`config.mk`:
```
export PLATFORM = sky130hd
export DESIGN_NAME = eth_rx_classifier
export DESIGN_NICKNAME = d
export VERILOG_FILES = /design/src/rtl/eth_rx_pkg.sv /design/src/rtl/eth_rx_crc.sv /design/src/rtl/eth_rx_delay.sv /design/src/rtl/eth_rx_parser.sv /design/src/rtl/eth_rx_classifier.sv
export SDC_FILE = /design/constraint.sdc
export NUM_CORES = 1
export LEC_CHECK = 0
export BUFFER_PORTS_ARGS = -buffer_cell sky130_fd_sc_hd__buf_4
export CAP_MARGIN = 20
export CORE_MARGIN = 3
export CORE_UTILIZATION = 60
export DETAILED_ROUTE_END_ITERATION = 16
export HOLD_SLACK_MARGIN = 0.03
export PLACE_DENSITY = 0.87
export SYNTH_ARGS = -nofsm -noshare
export SYNTH_HDL_FRONTEND = slang
export SYNTH_SLANG_ARGS = --single-unit
export TNS_END_PERCENT = 50
```
`constraint.sdc`:
```
create_clock -name clk -period 5.7 [get_ports clk]
set_input_delay 1.71 -clock clk [delete_from_list [all_inputs] [get_ports clk]]
set_output_delay 1.71 -clock clk [all_outputs]
set_load 0.03 [all_outputs]
```
`src/rtl/eth_rx_pkg.sv`:
```
package eth_rx_pkg;

    typedef enum logic [2:0] {
        S_IDLE,
        S_PRE,
        S_DST,
        S_SRC,
        S_TYPE,
        S_PAYLOAD,
        S_DROP
    } rx_state_e;

    typedef enum logic [1:0] {
        CLS_NONE    = 2'b00,
        CLS_AUDIO   = 2'b01,
        CLS_DISPLAY = 2'b10
    } rx_class_e;

    localparam logic [7:0]  PRE_BYTE      = 8'h55;
    localparam logic [7:0]  SFD_BYTE      = 8'hD5;
    localparam logic [7:0]  BCAST_BYTE    = 8'hFF;
    localparam logic [31:0] CRC_POLY_REFL = 32'hEDB88320;
    localparam logic [31:0] CRC_RESIDUE   = 32'hC704DD7B;

    // One byte step of the LSB-first CRC-32 register.
    function automatic logic [31:0] crc32_step(input logic [31:0] c, input logic [7:0] d);
        logic [31:0] r;
        r = c ^ {24'h0, d};
        for (int i = 0; i < 8; i++) begin
            r = r[0] ? ((r >> 1) ^ CRC_POLY_REFL) : (r >> 1);
        end
        return r;
    endfunction

    function automatic logic [31:0] bit_reverse32(input logic [31:0] v);
        logic [31:0] r;
        for (int i = 0; i < 32; i++) begin
            r[i] = v[31-i];
        end
        return r;
    endfunction

endpackage

```
`src/rtl/eth_rx_crc.sv`:
```
module eth_rx_crc
    import eth_rx_pkg::*;
(
    input  logic       clk,
    input  logic       rst,
    input  logic       clear,
    input  logic       en,
    input  logic [7:0] data,
    output logic       match
);

    logic [31:0] crc_q;

    always_ff @(posedge clk) begin
        if (rst || clear) begin
            crc_q <= '1;
        end else if (en) begin
            crc_q <= crc32_step(crc_q, data);
        end
    end

    // Residue is quoted MSB first; the register runs LSB first.
    assign match = (bit_reverse32(crc_q) == CRC_RESIDUE);

endmodule

```
`src/rtl/eth_rx_delay.sv`:
```
module eth_rx_delay #(
    parameter int DEPTH = 4,
    parameter int W     = 8
) (
    input  logic         clk,
    input  logic         rst,
    input  logic         flush,
    input  logic         push,
    input  logic [W-1:0] din,
    output logic         out_valid,
    output logic [W-1:0] dout
);

    localparam int FW = $clog2(DEPTH + 1);
    localparam logic [FW-1:0] FULL = FW'(DEPTH);

    logic [FW-1:0] fill;

    generate
        for (genvar g = 0; g < DEPTH; g++) begin : g_stage
            logic [W-1:0] q;
            if (g == 0) begin : g_head
                always_ff @(posedge clk) begin
                    if (rst) q <= '0;
                    else if (push) q <= din;
                end
            end else begin : g_tail
                always_ff @(posedge clk) begin
                    if (rst) q <= '0;
                    else if (push) q <= g_stage[g-1].q;
                end
            end
        end
    endgenerate

    always_ff @(posedge clk) begin
        if (rst || flush) begin
            fill      <= '0;
            out_valid <= 1'b0;
            if (rst) dout <= '0;
        end else begin
            out_valid <= push && (fill == FULL);
            if (push) begin
                if (fill != FULL) fill <= fill + 1'b1;
                else              dout <= g_stage[DEPTH-1].q;
            end
        end
    end

    // an emitted byte is always caused by a new byte entering.
    assert_emit_on_push_R5: assert property (@(posedge clk) disable iff (rst)
        out_valid |-> $past(push));

endmodule

```
`src/rtl/eth_rx_parser.sv`:
```
module eth_rx_parser
    import eth_rx_pkg::*;
#(
    parameter int          PRE_LEN      = 8,
    parameter int          ADDR_BYTES   = 6,
    parameter int          FCS_BYTES    = 4,
    parameter logic [15:0] TYPE_AUDIO   = 16'h0101,
    parameter logic [15:0] TYPE_DISPLAY = 16'h0102
) (
    input  logic       clk,
    input  logic       rst,
    input  logic       in_valid,
    input  logic [7:0] in_byte,
    input  logic       frame_active,
    input  logic       crc_match,
    output logic       push,
    output logic       crc_en,
    output logic       crc_clear,
    output logic       flush,
    output logic [1:0] cls,
    output logic       frame_done,
    output logic       crc_ok
);

    localparam int HDR_BYTES = 2 * ADDR_BYTES + 2;
    localparam int LEN_MIN   = HDR_BYTES + FCS_BYTES;
    localparam int PW        = $clog2(PRE_LEN);
    localparam int HW        = $clog2(HDR_BYTES);
    localparam int LW        = $clog2(LEN_MIN + 1);
    localparam logic [PW-1:0] PRE_LAST    = PW'(PRE_LEN - 1);
    localparam logic [PW-1:0] PRE_ONE     = PW'(1);
    localparam logic [HW-1:0] DST_LAST    = HW'(ADDR_BYTES - 1);
    localparam logic [HW-1:0] SRC_LAST    = HW'(2 * ADDR_BYTES - 1);
    localparam logic [HW-1:0] TYPE_HI_IDX = HW'(2 * ADDR_BYTES);
    localparam logic [HW-1:0] TYPE_LAST   = HW'(HDR_BYTES - 1);
    localparam logic [LW-1:0] LEN_FULL    = LW'(LEN_MIN);

    rx_state_e     state, next;
    logic [PW-1:0] pre_cnt;
    logic [HW-1:0] hdr_cnt;
    logic [LW-1:0] len_q;
    logic [7:0]    type_hi;
    logic [1:0]    cls_q;
    logic          active_q;

    logic        beat, frame_end, in_frame, type_known;
    logic [15:0] type_code;

    assign beat       = in_valid && frame_active;
    assign frame_end  = active_q && !frame_active;
    assign in_frame   = (state == S_DST) || (state == S_SRC) ||
                        (state == S_TYPE) || (state == S_PAYLOAD);
    assign type_code  = {type_hi, in_byte};
    assign type_known = (type_code == TYPE_AUDIO) || (type_code == TYPE_DISPLAY);

    // State register
    always_ff @(posedge clk) begin
        if (rst) state <= S_IDLE;
        else     state <= next;
    end

    // Next-state logic
    always_comb begin
        next = state;
        if (!frame_active) begin
            next = S_IDLE;
        end else if (beat) begin
            unique case (state)
                S_IDLE:    next = (in_byte == PRE_BYTE) ? S_PRE : S_DROP;
                S_PRE: begin
                    if (in_byte == PRE_BYTE && pre_cnt != PRE_LAST) next = S_PRE;
                    else if (in_byte == SFD_BYTE && pre_cnt == PRE_LAST) next = S_DST;
                    else next = S_DROP;
                end
                S_DST: begin
                    if (in_byte != BCAST_BYTE)   next = S_DROP;
                    else if (hdr_cnt == DST_LAST) next = S_SRC;
                end
                S_SRC:     if (hdr_cnt == SRC_LAST) next = S_TYPE;
                S_TYPE:    if (hdr_cnt == TYPE_LAST) next = type_known ? S_PAYLOAD : S_DROP;
                S_PAYLOAD: next = S_PAYLOAD;
                S_DROP:    next = S_DROP;
                default:   next = S_IDLE;
            endcase
        end
    end

    // Output and counter registers
    always_ff @(posedge clk) begin
        if (rst) begin
            pre_cnt    <= '0;
            hdr_cnt    <= '0;
            len_q      <= '0;
            type_hi    <= '0;
            cls_q      <= CLS_NONE;
            active_q   <= 1'b0;
            frame_done <= 1'b0;
            crc_ok     <= 1'b0;
        end else begin
            active_q   <= frame_active;
            frame_done <= frame_end && in_frame;
            crc_ok     <= frame_end && in_frame && crc_match && (len_q == LEN_FULL);
            if (state == S_IDLE) begin
                hdr_cnt <= '0;
                len_q   <= '0;
                cls_q   <= CLS_NONE;
            end
            if (beat) begin
                if (in_frame && len_q != LEN_FULL) len_q <= len_q + 1'b1;
                unique case (state)
                    S_IDLE: pre_cnt <= PRE_ONE;
                    S_PRE:  pre_cnt <= pre_cnt + 1'b1;
                    S_DST, S_SRC: hdr_cnt <= hdr_cnt + 1'b1;
                    S_TYPE: begin
                        hdr_cnt <= hdr_cnt + 1'b1;
                        if (hdr_cnt == TYPE_HI_IDX) type_hi <= in_byte;
                        if (hdr_cnt == TYPE_LAST) begin
                            if (type_code == TYPE_AUDIO)        cls_q <= CLS_AUDIO;
                            else if (type_code == TYPE_DISPLAY) cls_q <= CLS_DISPLAY;
                        end
                    end
                    S_PAYLOAD, S_DROP: ;
                    default: ;
                endcase
            end
        end
    end

    assign push      = beat && (state == S_PAYLOAD);
    assign crc_en    = beat && in_frame;
    assign crc_clear = (state == S_IDLE);
    assign flush     = frame_end;
    assign cls       = cls_q;

    // the header is entered only straight after the start byte.
    assert_sfd_entry_R1: assert property (@(posedge clk) disable iff (rst)
        (state == S_DST && $past(state) == S_PRE) |-> $past(in_byte) == SFD_BYTE);

    // payload state always carries a known class.
    assert_class_known_R4: assert property (@(posedge clk) disable iff (rst)
        (state == S_PAYLOAD) |-> (cls_q == CLS_AUDIO || cls_q == CLS_DISPLAY));

    // done follows a sampled fall of frame_active.
    assert_done_after_fall_R7: assert property (@(posedge clk) disable iff (rst)
        frame_done |-> (!$past(frame_active) && $past(frame_active, 2)));

    // done is a single-cycle pulse.
    assert_done_pulse_R7: assert property (@(posedge clk) disable iff (rst)
        frame_done |=> !frame_done);

endmodule

```
`src/rtl/eth_rx_classifier.sv`:
```
module eth_rx_classifier
    import eth_rx_pkg::*;
#(
    parameter int          PRE_LEN      = 8,
    parameter int          ADDR_BYTES   = 6,
    parameter int          FCS_BYTES    = 4,
    parameter logic [15:0] TYPE_AUDIO   = 16'h0101,
    parameter logic [15:0] TYPE_DISPLAY = 16'h0102
) (
    input  logic       clk,
    input  logic       rst,
    input  logic       in_valid,
    input  logic [7:0] in_byte,
    input  logic       frame_active,
    output logic       pay_valid,
    output logic [7:0] pay_byte,
    output logic [1:0] pay_class,
    output logic       frame_done,
    output logic       crc_ok
);

    logic push, crc_en, crc_clear, flush, crc_match;
    logic [1:0] cls;

    eth_rx_parser #(
        .PRE_LEN     (PRE_LEN),
        .ADDR_BYTES  (ADDR_BYTES),
        .FCS_BYTES   (FCS_BYTES),
        .TYPE_AUDIO  (TYPE_AUDIO),
        .TYPE_DISPLAY(TYPE_DISPLAY)
    ) parser_i (
        .clk         (clk),
        .rst         (rst),
        .in_valid    (in_valid),
        .in_byte     (in_byte),
        .frame_active(frame_active),
        .crc_match   (crc_match),
        .push        (push),
        .crc_en      (crc_en),
        .crc_clear   (crc_clear),
        .flush       (flush),
        .cls         (cls),
        .frame_done  (frame_done),
        .crc_ok      (crc_ok)
    );

    eth_rx_crc crc_i (
        .clk  (clk),
        .rst  (rst),
        .clear(crc_clear),
        .en   (crc_en),
        .data (in_byte),
        .match(crc_match)
    );

    eth_rx_delay #(
        .DEPTH(FCS_BYTES),
        .W    (8)
    ) delay_i (
        .clk      (clk),
        .rst      (rst),
        .flush    (flush),
        .push     (push),
        .din      (in_byte),
        .out_valid(pay_valid),
        .dout     (pay_byte)
    );

    assign pay_class = cls;

    // payload output only follows an accepted input byte.
    assert_pay_after_beat_R5: assert property (@(posedge clk) disable iff (rst)
        pay_valid |-> $past(in_valid && frame_active));

    // each payload byte carries exactly one class bit.
    assert_pay_class_R4: assert property (@(posedge clk) disable iff (rst)
        pay_valid |-> ($countones(pay_class) == 1));

    // the verdict never appears without the done pulse.
    assert_ok_with_done_R7: assert property (@(posedge clk) disable iff (rst)
        crc_ok |-> frame_done);

endmodule

```
Yosys cells after proc, flatten, opt, wreduce, memory -nomap -nowiden. Cells that the tools add are included.

Latch bits: 0. Memories: 0. Output and inout port bits: 13. RAM bits: 0. Register bits: 104. Memory bits (read-only): 0. Input port bits: 12. Word-level logic and storage cells: 120.

$mul: 0. Multiplexer cells: 34. Bitwise gates (word level): 10. Equal/unequal tests: 27. Order comparisons: 0. Reductions and logical operators: 28. Divide/modulo/power cells: 0. Shift-type cells: 0. Add/subtract/negate cells: 4.

Operators with widths (number): 2-to-1 mux 32 bit (8); NOT 13 -> 14 bit (8); equality test 16 x 9 -> 1 bit (second input constant) (2); equality test 32 bit (second input constant) (1); 2-to-1 mux 8 bit (4); XOR 32 x 8 -> 32 bit (1); 2-to-1 mux 3 bit (7); one-hot mux 3 bit (7 select lines) (1); equality test 3 bit (second input constant) (5); 2-to-1 mux 5 bit (3); 2-to-1 mux 2 bit (7); equality test 4 bit (second input constant) (3); 2-to-1 mux 4 bit (3); logical AND 1 bit (11); != test 3 bit (second input constant) (3); equality test 8 x 7 -> 1 bit (second input constant) (1); equality test 8 bit (second input constant) (1); != test 8 bit (second input constant) (1); adder 3 x 1 -> 3 bit (second input constant) (2); equality test 3 x 2 -> 1 bit (second input constant) (2); logical OR 1 bit (6); != test 2 bit (second input constant) (3); one-hot mux 3 bit (2 select lines) (1); AND reduction 3 bit (2); 15 further kinds (17).

Logic depth before layout (Yosys ltp). Gate-level depths: netlist of run 1.

Word-level depth: 17. Gate-level depth with buffers: 7. Gate-level depth less buffers: 7.

By module. From an unflattened synthesis of run 1, not the netlist that was laid out.

Cells, all modules: 531. Area, all modules: 5128.7 µm².

Modules (own cells, without submodules): eth_rx_crc (area each 1933.1 µm², times used 1, cells an instance 208); eth_rx_delay (area each 1676.6 µm², times used 1, cells an instance 143); eth_rx_parser (area each 1519.0 µm², times used 1, cells an instance 180).

Worst setup path after synthesis of run 1. OpenSTA, ideal clock, no wires.

Path kind: input-to-reg. From: input port in_byte[7]. To: register crc_i.crc_q[29]. Data arrival time: 3.191 ns. Data required time: 5.559 ns. Slack: 2.368 ns. Stages on the path: 6. Path through: clkbuf_2 xnor2_1 xnor2_1 xnor2_1 xnor2_1 o211ai_1.

Longest elaborated chain between the ends: 10.

Ends and longest elaborated chain: start, declared (RTL line eth_rx_classifier.sv:13) `input logic [7:0] in_byte,`; XOR 32 x 8 -> 32 bit * (RTL line eth_rx_pkg.sv:28) `r = c ^ {24'h0, d};`; 2-to-1 mux 32 bit * (RTL line eth_rx_pkg.sv:30) `r = r[0] ? ((r >> 1) ^ CRC_POLY_REFL) : (r >> 1);`; NOT 13 -> 14 bit (no line); 2-to-1 mux 32 bit * (7 in a row) (RTL line eth_rx_pkg.sv:30); end signal, assigned (RTL line eth_rx_crc.sv:18) `crc_q <= crc32_step(crc_q, data);`; end, declared (RTL line eth_rx_crc.sv:12) `logic [31:0] crc_q;`.

Every way passes the cells marked *; elsewhere a longest branch is shown, timed or not. A chain may end at the register's enable or synchronous reset.

Worst setup path in the final report of run 1.
From: input port in_byte[2]. To: register crc_i.crc_q[19].

Longest elaborated chain between the ends: 13.

Ends and longest elaborated chain (RTL line): XOR 32 x 8 -> 32 bit * (eth_rx_pkg.sv:28); 2-to-1 mux 32 bit * (3 in a row) (eth_rx_pkg.sv:30); NOT 13 -> 14 bit (no line); 2-to-1 mux 32 bit * (2 in a row) (eth_rx_pkg.sv:30); NOT 13 -> 14 bit (no line); 2-to-1 mux 32 bit * (eth_rx_pkg.sv:30); NOT 13 -> 14 bit (no line); 2-to-1 mux 32 bit * (eth_rx_pkg.sv:30); NOT 13 -> 14 bit (no line); 2-to-1 mux 32 bit * (eth_rx_pkg.sv:30).

Marked as above.

==> key figures, run 1 <==
Run status
  • Run status: finished, final reports clean

Synth
  • Synthesized area: roughly 0.0048 mm2
  • Async SR Flop Fraction: 0%
  • Mean post-synth cell area: 8.620 um2
  • Syn. warnings: 0
  • Main synth FF type: dfxtp_1
  • Seq/Total Area, Yosys: ~45%
  • Post-synth net total: approximately 580
  • Post-synthesis cell type count: 48
  • Gate Count Post-Synth: 561
  • Seq cells post-synth: 104
  • EDFF count, synth: 8

Hold path
  • Hold endpoint: delay_i.g_stage[1].q[4]$_SDFFE_PP0P_
  • Hold path start: delay_i.g_stage[1].q[4]$_SDFFE_PP0P_
  • Hold Path Depth: 2
  • Min-delay worst type: reg2reg

Timing
  • Final hold vios: 0
  • Final setup violating endpoints: 0
  • Fin Hold WS: about 0.46 ns
  • RSZ-0062 raised after global routing: false
  • Final Critical Period: around 3.3 ns
  • Least-Margin Pin Slew: 0.7246 ns
  • Fmax: 0.3047 GHz
  • Setup tns final: 0 ns
  • Final worst path period share: 57.57%
  • Relative slew slack: 51.35%
  • Max-slew violations: 0
  • Worst Clk Skew: 0.01432 ns

Clocking
  • TritonCTS clock tree: built
  • Clock Tree Root: clkbuf_8
  • CTS resizes: 0
  • H-tree lvl count: 3
  • Post-CTS Setup Repair Bufs: 0
  • Clk_lat worst skew: ~0.37 ns
  • CTS buffer count: 9
  • Cts hold-fix bufs: 0
  • CTS max path bufs: 2
  • CTS Sinks: 104
  • CTS clk-pin slew, worst paths: approximately 0.11 ns

Layout
  • Area Growth Syn to Fin: 9.651%
  • Diodes inserted: 0
  • Share of cells above drive strength 1: just under 9%
  • Footprint of the multi-input gates: 0.002517 mm2
  • Fillers: 587
  • Sequential cell area: 0.002162 mm2
  • Nets: 588

Die
  • # rows: 32
  • Initial core utilization: between 60% and 70%
  • DIE WIDTH: 95.78 um
  • Io pins: 25
  • CORE AREA: 0.007767 mm2
  • Die ar.: 0.009173 mm2
  • Die height: 95.78 um

Pwr
  • Clk pwr share: between 30% and 40%
  • Sequential Power Share: a little over half
  • Peak supply drop: 0.0001458 V
  • Logic pwr share: 11.0%
  • Sw Ratio: 26.49%
  • NetSw: 364.4 uW
  • Internal Power: 1011 uW
  • Power Dens Cells: around 260 mW/mm2
  • Leak pwr: 0.001952 uW

Setup path
  • Setup CP Type: in2reg
  • Worst path required time: 5.96 ns
  • R2R setup slack: 3.02 ns
  • Reg2Reg Depth: 6
  • Crit. End Element: flip-flop
  • Worst EP arrival: 3.54 ns
  • Reg-to-reg critical path startpoint: parser_i.state[2]$_SDFFE_PP0P_
  • Slowest CP cell: xnor2_1
  • Worst R2R End: parser_i.cls[0]$_SDFF_PP0_
  • Crit Path Max Fanout: 6
  • Crit path cell chain: buf_4 > xnor2_1 > xnor2_1 > xnor2_1 > xnor2_1 > xnor2_1 > o211ai_1
  • Max stage delay on crit path: 0.57 ns
  • Cell mode on critical path: xnor2_1
  • Startpoint types: input port

GRT
  • Initial antenna violation count: 0
  • Largest net degree at the start of global routing: 69
  • Total grt overflow: 0
  • Vias in the first global route: 3508
  • First-pass GRT wire length: roughly 17000 um
  • GRT Util Overall: between 20% and 30%

Route
  • Vias: between 3k and 4k
  • Drt drc: 0
  • DRT Pass-1 Iters: 5
  • Vias/cell: ~5.8
  • Routed wire per std cell: 15.44 um
  • Routed WL: around 10000 um
  • Initial drt markers: 312
  • Antenna Nets Post-Route: 0

Placed design
  • IO Port Bufs: 24
  • Routability cong.: 0.8888
  • Final HPWL DP: 6945 um

Flow run
  • Max cap viols: 0
## metrics by stage
step	power [uW]	worst slack, ns	instances	instance area (um2)	utilization [%]
after detailed placement	906.8	1.822	655	5029	64.74
after global routing	1426	2.242	674	5303	68.27
after floorplan	873.6	2.368	561	4836	-
after global placement	903.0	1.919	655	5029	64.74
after CTS	1378	2.200	671	5240	67.46
final	1376	2.419	674	5303	68.27
## per-layer routing
layer  share of wire (%)  vias to the layer above  track usage [%]
li1                    -                     1921                -
met1                  44                     1828            31.01
met2                  49                      141            38.68
met3                 5.6                       19            4.613
met4                 1.7                        0            7.109
met5                   0                        -                0
## power groups by stage
stage / logic [uW] / registers, uW / clock network [uW]
4_1_cts: 149 / 743 / 486
5_1_grt: 164 / 744 / 518
3_5_place_dp: 147 / 760 / 0
3_3_place_gp: 143 / 760 / 0
6_report: 152 / 743 / 481
2_1_floorplan: 111 / 762 / 0
## worst max-delay path: cells and delay by family
kind	cells	cell delay, ns
XOR/XNOR	5	1.60
buffers and inverters	1	0.13
AO/OA/AOI/OAI	1	0.09
## sequential cells by signal, summed over array words and instances, names as in the netlist, 2 cells and up
register           flops
crc_i.crc_q           32
delay_i.dout           8
delay_i.fill           3
delay_i.g_stage.q     32
parser_i.cls           2
parser_i.hdr_cnt       4
parser_i.len_q         5
parser_i.pre_cnt       3
parser_i.state         3
parser_i.type_hi       8
## logic make-up after synthesis
| kind of cell | Yosys count | share of synthesized area [%] |
|---|---|---|
| AOI/OAI and AO/OA | 112 | 14.15 |
| xor gates and xnor gates | 74 | 13.87 |
| adders and majority gates | 9 | 2.329 |
| buffers and inverters | 42 | 3.338 |
| DFF | 104 | 44.71 |
| muxes | 2 | 0.4398 |
| and+or+nand+nor | 218 | 21.16 |
## placed cells by master, fill, tap and decap left out, types with 3 or more instances in the layout
cell type / instances
or3_1: 3
a21oi_1: 57
ha_1: 9
nand4b_1: 3
edfxtp_1: 8
nor4_1: 5
nor2b_1: 4
nand2b_1: 5
dfxtp_1: 96
nand2_1: 122
o21ai_0: 7
clkbuf_8: 9
xor2_1: 21
and2_1: 8
nor2_1: 17
o211ai_1: 35
inv_1: 9
xnor2_1: 50
nand4_1: 6
nor3_1: 10
buf_4: 25
nand3_1: 18
## worst max path at each step
stage / cells past startpoint / endpoint / slack (ns) / from
after floorplan: 6 / crc_i.crc_q[29]$_SDFFE_PP1P_ / 2.37 / in_byte[7]
final: 7 / crc_i.crc_q[19]$_SDFFE_PP1P_ / 2.42 / in_byte[2]
after global routing: 6 / crc_i.crc_q[26]$_SDFFE_PP1P_ / 2.24 / in_byte[7]
after CTS: 6 / parser_i.len_q[1]$_SDFF_PP0_ / 2.20 / frame_active
after global placement: 7 / parser_i.len_q[2]$_SDFF_PP0_ / 1.92 / frame_active
after detailed placement: 7 / parser_i.len_q[2]$_SDFF_PP0_ / 1.82 / frame_active
## final cells by class
| class | count | area share (%) |
|---|---|---|
| clock inverters | 7 | 1.652 |
| multi-input cells | 415 | 47.48 |
| inverters | 9 | 0.6371 |
| clock buffers | 9 | 2.336 |
| flip-flops and latches | 104 | 40.77 |
| well taps | 102 | 2.407 |
| repair buffers | 28 | 4.719 |
## synthesized netlist by cell type, types with 3 or more instances
cell	n	share of area, %
inv_1	9	0.70
o211ai_1	35	5.4
or3_1	3	0.39
dfxtp_1	96	40
ha_1	9	2.3
nand2_1	122	9.5
nand3_1	18	1.9
nand4b_1	3	0.54
edfxtp_1	8	5.0
nor2b_1	4	0.52
nand2b_1	6	0.78
a21oi_1	57	5.9
xor2_1	21	3.8
nor4_1	5	0.65
clkbuf_1	28	2.2
nor2_1	18	1.4
and2_1	8	1.0
xnor2_1	50	9.1
nand4_1	6	0.78
nor3_1	10	1.0
o21ai_0	7	0.72
Note: power is estimated with default switching activity, not from simulation.
==> run 2, diff against run 1 <==
==> constraint.sdc (replaced) <==
create_clock -name clk -period 3.03 [get_ports clk]
set_input_delay 0.909 -clock clk [delete_from_list [all_inputs] [get_ports clk]]
set_output_delay 0.909 -clock clk [all_outputs]
set_load 0.03 [all_outputs]
==> run 2 against run 1 <==
Net effect:
- sequential power is 88% higher
- clock power is 62% higher
- core utilization is 0.16 points lower
- flip-flop and latch count stayed put
- combinational power is 90% higher
- wire length is 3.2% lower
- power is 79% higher
- global-route usage hardly changed
- clock skew is 0.0041 ns lower
- register-to-register slack worse by 2.4 ns
- critical path depth is 1 lower
- sequential share of layout area is 0.096 points higher
==> key figures, run 2 (same netlist as run 1, synthesis figures left out) <==
Run status
  • Run status: finished, final reports clean

Timing
  • RSZ-0062 raised after global routing: false
  • Final worst path period share: between 70% and 80%
  • Final setup violating endpoints: 0 (unchanged)
  • Least-Margin Pin Slew: 0.6573 ns (-0.06730 ns)
  • Fin Hold WS: 0.4501 ns (-0.009767 ns)
  • Max-slew violations: 0 (unchanged)
  • Final Critical Period: 2.417 ns
  • Relative slew slack: 56.09% (+4.7 points)
  • Setup tns final: 0 ns (unchanged)
  • Worst Clk Skew: 0.01019 ns (-0.004134 ns)
  • Final hold vios: 0 (unchanged)
  • Fmax: 0.4137 GHz

Clocking
  • Cts hold-fix bufs: 0 (unchanged)
  • CTS buffer count: 9 (unchanged)
  • TritonCTS clock tree: built
  • Post-CTS Setup Repair Bufs: 0 (unchanged)
  • CTS clk-pin slew, worst paths: 0.10 ns (about the same)
  • CTS Sinks: 104 (unchanged)
  • H-tree lvl count: 3 (unchanged)
  • CTS resizes: 0 (unchanged)
  • Clock Tree Root: clkbuf_8
  • CTS max path bufs: 2 (unchanged)
  • Clk_lat worst skew: 0.37 ns (about the same)

Setup path
  • Max stage delay on crit path: 0.64 ns (+0.07 ns)
  • Buf+Inv Stages, Crit Path: 0 (-1)
  • Worst EP arrival: 2.66 ns (-0.88 ns)
  • Setup CP Type: reg2reg
  • Crit path cell chain: or3b_1 > nor3_4 > or3b_1 > or2_1 > a32oi_1 > nor2_1
  • Critical path's top delay family: simple AND/OR/NAND/NOR gates
  • Slowest CP cell: dfxtp_1
  • Startpoint types: flip-flop
  • Cell mode on critical path: or3b_1
  • Crit. End Element: flip-flop
  • Worst path required time: 3.27 ns (-2.69 ns)
  • Crit Path Max Fanout: 16 (+10)

Route
  • Routed wire per std cell: 14.75 um (-4.5%)
  • Routed WL: 10070 um (-3.2%)
  • Drt drc: 0 (unchanged)
  • DRT Pass-1 Iters: 5 (unchanged)
  • Antenna Nets Post-Route: 0 (unchanged)
  • Vias/cell: 5.720 (-1.4%)
  • Vias: 3907 (-0.051%)
  • Initial drt markers: 296 (-5.1%)

Layout
  • Fillers: 608 (+3.6%)
  • Diodes inserted: 0 (unchanged)
  • Most used cells in the layout excluding fill and tap cells: nand2_1, dfxtp_1, a21oi_1
  • Most common cell after layout, fill and taps aside: nand2_1
  • Share of cells above drive strength 1: 10.15% (+1.2 points)
  • Area Growth Syn to Fin: 9.392%
  • Top flop regs: crc_i.crc_q: 32 flops, delay_i.g_stage.q: 32 flops
  • Nets: 597 (+1.5%)

Pwr
  • Peak supply drop: 0.0002477 V (+70%)
  • Sequential Power Share: 56.7% (+2.7 points)
  • NetSw: 652.0 uW (+79%)
  • Logic pwr share: 11.7% (+0.7 points)
  • Clk pwr share: 31.5% (-3.4 points)
  • Power Dens Cells: 465.7 mW/mm2 (+79%)
  • Internal Power: 1812 uW (+79%)
  • Sw Ratio: 26.46% (about the same)
  • Leak pwr: 0.001963 uW (+0.59%)

Die
  • Die ar.: 0.009173 mm2 (unchanged)
  • Die height: 95.78 um (unchanged)
  • # rows: 32 (unchanged)
  • Io pins: 25 (unchanged)
  • CORE AREA: 0.007767 mm2 (unchanged)
  • DIE WIDTH: 95.78 um (unchanged)
  • Initial core utilization: 62.26% (unchanged)

GRT
  • Vias in the first global route: 3632 (+3.5%)
  • Largest net degree at the start of global routing: 65 (-5.8%)
  • GRT Util Overall: 23.45% (+0.031 points)
  • First-pass GRT wire length: 16970 um (+0.25%)
  • Total grt overflow: 0 (unchanged)
  • Initial antenna violation count: 0 (unchanged)

Placed design
  • IO Port Bufs: 24 (unchanged)
  • Final HPWL DP: 7118 um (+2.5%)
  • Routability cong.: 0.8404 (-5.4%)

Flow run
  • Max cap viols: 0 (unchanged)

Hold path
  • Min-delay worst type: reg2reg
run 2: area by class of cell:
| class | count | area (um2) | area share (%) |
|---|---|---|---|
| clock buffers | 10 | 127.6 | 2.412 |
| clock inverters | 6 | 43.79 | 0.8278 |
| inverters | 9 | 33.78 | 0.6386 |
| multi-input cells | 415 | 2517 | 47.59 |
| flip-flops and latches | 104 | 2162 | 40.87 |
| well taps | 102 | 127.6 | 2.412 |
| repair buffers | 37 | 277.8 | 5.251 |
run 2: layer usage:
layer	vias to the layer above	GRT usage (%)	part of all wire, %
met5	-	0	0
met4	0	8.057	1.7
met3	20	6.489	5.7
met2	109	38.04	48
met1	1836	30.09	45
li1	1942	-	-
run 2: power groups by stage:
stage          registers (uW)  clock network, uW  logic (uW)
3_5_place_dp             1430                  0         285
5_1_grt                  1400                848         315
2_1_floorplan            1430                  0         209
6_report                 1400                777         289
3_3_place_gp             1430                  0         279
4_1_cts                  1400                787         288
run 2: tightest hold or removal path, cell delays in order (launching register included):
cell and delay, ns:
dfxtp_1 0.32, nand2_1 0.06, a21oi_1 0.05
run 2: path summary, 6_finish.rpt:
path	slack [ns]	startpoint	cells past startpoint	endpoint
worst max-delay path	0.61	parser_i.state[2]$_SDFFE_PP0P_	6	parser_i.cls[0]$_SDFF_PP0_
worst min-delay path	0.45	delay_i.g_stage[2].q[2]$_SDFFE_PP0P_	2	delay_i.g_stage[3].q[2]$_SDFFE_PP0P_
worst max register to register	0.61	parser_i.state[2]$_SDFFE_PP0P_	6	parser_i.cls[0]$_SDFF_PP0_
worst min register to register	0.45	delay_i.g_stage[2].q[2]$_SDFFE_PP0P_	2	delay_i.g_stage[3].q[2]$_SDFFE_PP0P_
run 2: per-stage QoR:
step	utilization, %	instances	area (um2)	total power, uW	worst slack [ns]
floorplan	-	561	4836	1643	0.4990
global placement	65.90	667	5119	1707	0.4631
detailed placement	65.90	667	5119	1715	0.4406
CTS	68.11	683	5290	2473	0.6495
global route	68.11	683	5290	2563	0.4691
finish	68.11	683	5290	2464	0.6126
==> run 3, diff against run 2 <==
--- a/config.mk
+++ b/config.mk
@@ -8,10 +8,10 @@
 export BUFFER_PORTS_ARGS = -buffer_cell sky130_fd_sc_hd__buf_4
 export CAP_MARGIN = 20
 export CORE_MARGIN = 3
-export CORE_UTILIZATION = 60
+export CORE_UTILIZATION = 55
 export DETAILED_ROUTE_END_ITERATION = 16
 export HOLD_SLACK_MARGIN = 0.03
-export PLACE_DENSITY = 0.87
+export PLACE_DENSITY = 0.85
 export SYNTH_ARGS = -nofsm -noshare
 export SYNTH_HDL_FRONTEND = slang
 export SYNTH_SLANG_ARGS = --single-unit
==> constraint.sdc (replaced) <==
create_clock -name clk -period 2.1 [get_ports clk]
set_input_delay 0.63 -clock clk [delete_from_list [all_inputs] [get_ports clk]]
set_output_delay 0.63 -clock clk [all_outputs]
set_load 0.03 [all_outputs]
==> run 3 against run 2 <==
Net effect:
- via count increased by 3.1%
- critical path depth unchanged
- worst hold slack improved by 0.0071 ns
- non-clock buffer count increased by 30
- clock power increased by 62%
- clock skew increased by 0.0021 ns
- fmax increased by 23%
- sequential power increased by 44%
- critical path type unchanged
- worst setup slack got worse by 0.47 ns
- combinational power increased by 70%
==> key figures, run 3 (same netlist as run 1, synthesis figures left out) <==
Layout
  • Area Growth Syn to Fin: 16.46%
  • Fillers: 641 (+5.4%)
  • Diodes inserted: 0 (unchanged)
  • Most used cells in the layout excluding fill and tap cells: nand2_1, dfxtp_1, buf_4
  • Most common cell after layout, fill and taps aside: nand2_1
  • Layout Cells excl Fill: 716 (+4.8%)
  • Share of cells above drive strength 1: 15.71% (+5.6 points)
  • Cell area after layout: 0.005632 mm2 (+6.5%)
  • Top flop regs: crc_i.crc_q: 32 flops, delay_i.g_stage.q: 32 flops
  • Nets: 627 (+5.0%)

Pwr
  • Power Dens Cells: 668.8 mW/mm2 (+44%)
  • Sw Ratio: 27.91% (+1.4 points)
  • Sequential Power Share: 53.4% (-3.3 points)
  • Total power draw: 3767 uW (+53%)
  • Internal Power: 2715 uW (+50%)
  • Logic pwr share: 13.1% (+1.4 points)
  • Peak supply drop: 0.0003255 V (+31%)
  • Clk pwr share: 33.5% (+2.0 points)
  • Leak pwr: 0.002169 uW (+10%)
  • NetSw: 1051 uW (+61%)

Setup path
  • Crit Path Max Fanout: 3 (-13)
  • R2R setup slack: 0.14 ns (-0.47 ns)
  • CP startpoint: parser_i.type_hi[7]$_SDFFE_PP0P_
  • Max stage delay on crit path: 0.42 ns (-0.22 ns)
  • Worst path required time: 2.37 ns (-0.90 ns)
  • Reg-to-reg critical path startpoint: parser_i.type_hi[7]$_SDFFE_PP0P_
  • CP Depth: 6 (unchanged)
  • Startpoint types: flip-flop
  • Worst R2R End: parser_i.cls[0]$_SDFF_PP0_
  • Worst setup endpoint: parser_i.cls[0]$_SDFF_PP0_
  • Slowest CP cell: nor4b_1
  • Setup CP Type: reg2reg
  • Buf+Inv Stages, Crit Path: 0 (unchanged)
  • Reg2Reg Depth: 6 (unchanged)
  • Crit. End Element: flip-flop
  • Worst EP arrival: 2.22 ns (-0.44 ns)
  • Crit path cell chain: nor4b_1 > nand4_1 > or3b_1 > or2_1 > a32oi_1 > nor2_1
  • Critical path's top delay family: simple AND/OR/NAND/NOR gates

Route
  • DRT Pass-1 Iters: 5 (unchanged)
  • Drt drc: 0 (unchanged)
  • Routed WL: 10710 um (+6.3%)
  • Initial drt markers: 201 (-32%)
  • Antenna Nets Post-Route: 0 (unchanged)
  • Vias: 4030 (+3.1%)
  • Routed wire per std cell: 14.96 um (+1.4%)
  • Vias/cell: 5.628 (-1.6%)

Die
  • Initial core utilization: 57.70% (-4.6 points)
  • Io pins: 25 (unchanged)
  • Die ar.: 0.009954 mm2 (+8.5%)
  • CORE AREA: 0.008382 mm2 (+7.9%)
  • Die height: 99.77 um (+4.2%)
  • # rows: 33 (+3.1%)
  • DIE WIDTH: 99.77 um (+4.2%)

GRT
  • Vias in the first global route: 4000 (+10%)
  • Grt met1 use: 29.09% (-1.0 points)
  • Initial antenna violation count: 0 (unchanged)
  • Largest net degree at the start of global routing: 68 (+4.6%)
  • Global routing usage on met2: 39.76% (+1.7 points)
  • Total grt overflow: 0 (unchanged)
  • First-pass GRT wire length: 18640 um (+9.8%)
  • Gr busiest metal: met2
  • GRT Util Overall: 23.10% (-0.34 points)
  • Met3 Resource Use GR: 4.378% (-2.1 points)

Timing
  • Final worst path period share: 93.23% (+13 points)
  • Max-slew violations: 0 (unchanged)
  • Least-Margin Pin Slew: 0.5242 ns (-0.1331 ns)
  • Relative slew slack: 64.80% (+8.7 points)
  • Final setup violating endpoints: 0 (unchanged)
  • PnR worst setup slack: 0.1422 ns (-0.4704 ns)
  • Final Critical Period: 1.958 ns (-0.4596 ns)
  • RSZ-0062 raised after global routing: false
  • Worst Clk Skew: 0.01226 ns (+0.002069 ns)
  • Final hold vios: 0 (unchanged)
  • Fmax: 0.5108 GHz (+23%)

Clocking
  • CTS max path bufs: 2 (unchanged)
  • Cts hold-fix bufs: 0 (unchanged)
  • CTS clk-pin slew, worst paths: 0.11 ns (about the same)
  • Clk_lat worst skew: 0.37 ns (about the same)
  • CTS resizes: 0 (unchanged)
  • H-tree lvl count: 3 (unchanged)
  • CTS Sinks: 104 (unchanged)
  • Clock Tree Root: clkbuf_8
  • CTS buffer count: 9 (unchanged)
  • Post-CTS Setup Repair Bufs: 0 (unchanged)
  • TritonCTS clock tree: built

Placed design
  • Routability cong.: 0.9198 (+9.4%)
  • Placed inst area: 0.005419 mm2 (+5.9%)
  • Pre-CTS setup slack: -0.2375 ns (-0.6781 ns)
  • IO Port Bufs: 24 (unchanged)
  • Final HPWL DP: 7779 um (+9.3%)
  • Cells after DPL: 700 (+4.9%)

Hold path
  • Min-delay worst type: reg2reg

Flow run
  • Max cap viols: 0 (unchanged)

Run status
  • Run status: finished, final reports clean
[run 3: changes by cell type in the layout (fill, tap and decap cells not counted), moves of 2 or more]
| cell | previous run | this run |
|---|---|---|
| xnor2_2 | 1 | 5 |
| buf_4 | 37 | 65 |
| clkinv_2 | 2 | 0 |
| inv_6 | 1 | 3 |
| buf_12 | 0 | 2 |
| clkinv_8 | 0 | 3 |
| clkinv_4 | 2 | 0 |
| xnor2_1 | 50 | 46 |
[run 3: worst reg2reg max path, delay by kind of cell, from the launching register on]
kind / cells / cell delay [ns]
AO/OA/AOI/OAI: 1 / 0.20
flip-flops: 1 / 0.33
AND/OR/NAND/NOR: 5 / 1.34
[run 3: area by class of cell]
class / count / area (um2) / share of cell area [%]
tap: 105 / 131.4 / 2.333
sequential: 104 / 2162 / 38.39
inverter: 9 / 33.78 / 0.5999
timing repair buffer: 67 / 528.0 / 9.376
multi-input combinational: 415 / 2566 / 45.57
clock inverter: 7 / 86.33 / 1.533
clock buffer: 9 / 123.9 / 2.200
[run 3: worst min path at each step]
stage | endpoint | cells after the start | slack (ns) | from
final | delay_i.g_stage[1].q[6]$_SDFFE_PP0P_ | 2 | 0.46 | delay_i.g_stage[0].q[6]$_SDFFE_PP0P_
after global routing | delay_i.g_stage[1].q[0]$_SDFFE_PP0P_ | 2 | 0.49 | delay_i.g_stage[0].q[0]$_SDFFE_PP0P_
after CTS | delay_i.g_stage[3].q[3]$_SDFFE_PP0P_ | 2 | 0.46 | delay_i.g_stage[3].q[3]$_SDFFE_PP0P_
after detailed placement | delay_i.g_stage[3].q[3]$_SDFFE_PP0P_ | 2 | 0.44 | delay_i.g_stage[3].q[3]$_SDFFE_PP0P_
after global placement | delay_i.g_stage[1].q[2]$_SDFFE_PP0P_ | 2 | 0.44 | delay_i.g_stage[0].q[2]$_SDFFE_PP0P_
after floorplan | parser_i.type_hi[0]$_SDFFE_PP0P_ | 2 | 0.43 | parser_i.type_hi[0]$_SDFFE_PP0P_
[run 3: through the flow]
step | TNS [ns] | utilization [%] | hold slack [ns]
after floorplan | 0 | - | 0.4316
after global placement | -0.4656 | 64.65 | 0.4358
after detailed placement | -0.8475 | 64.65 | 0.4426
after CTS | 0 | 67.16 | 0.4593
after global routing | 0 | 67.19 | 0.4864
final | 0 | 67.19 | 0.4571
[run 3: power groups by stage]
| stage | combinational (uW) | clock [uW] | sequential, uW |
|---|---|---|---|
| floorplan | 306 | 0 | 2070 |
| global placement | 475 | 0 | 2060 |
| detailed placement | 488 | 0 | 2060 |
| CTS | 492 | 1290 | 2010 |
| global route | 538 | 1370 | 2020 |
| finish | 492 | 1260 | 2010 |
[run 3: metal layers]
metal	share of wire, %	wire, um	vias up
met5	0	0	-
met4	1.9	206	0
met3	4.8	510	22
met2	51	5434	94
met1	43	4559	1908
li1	-	-	2006
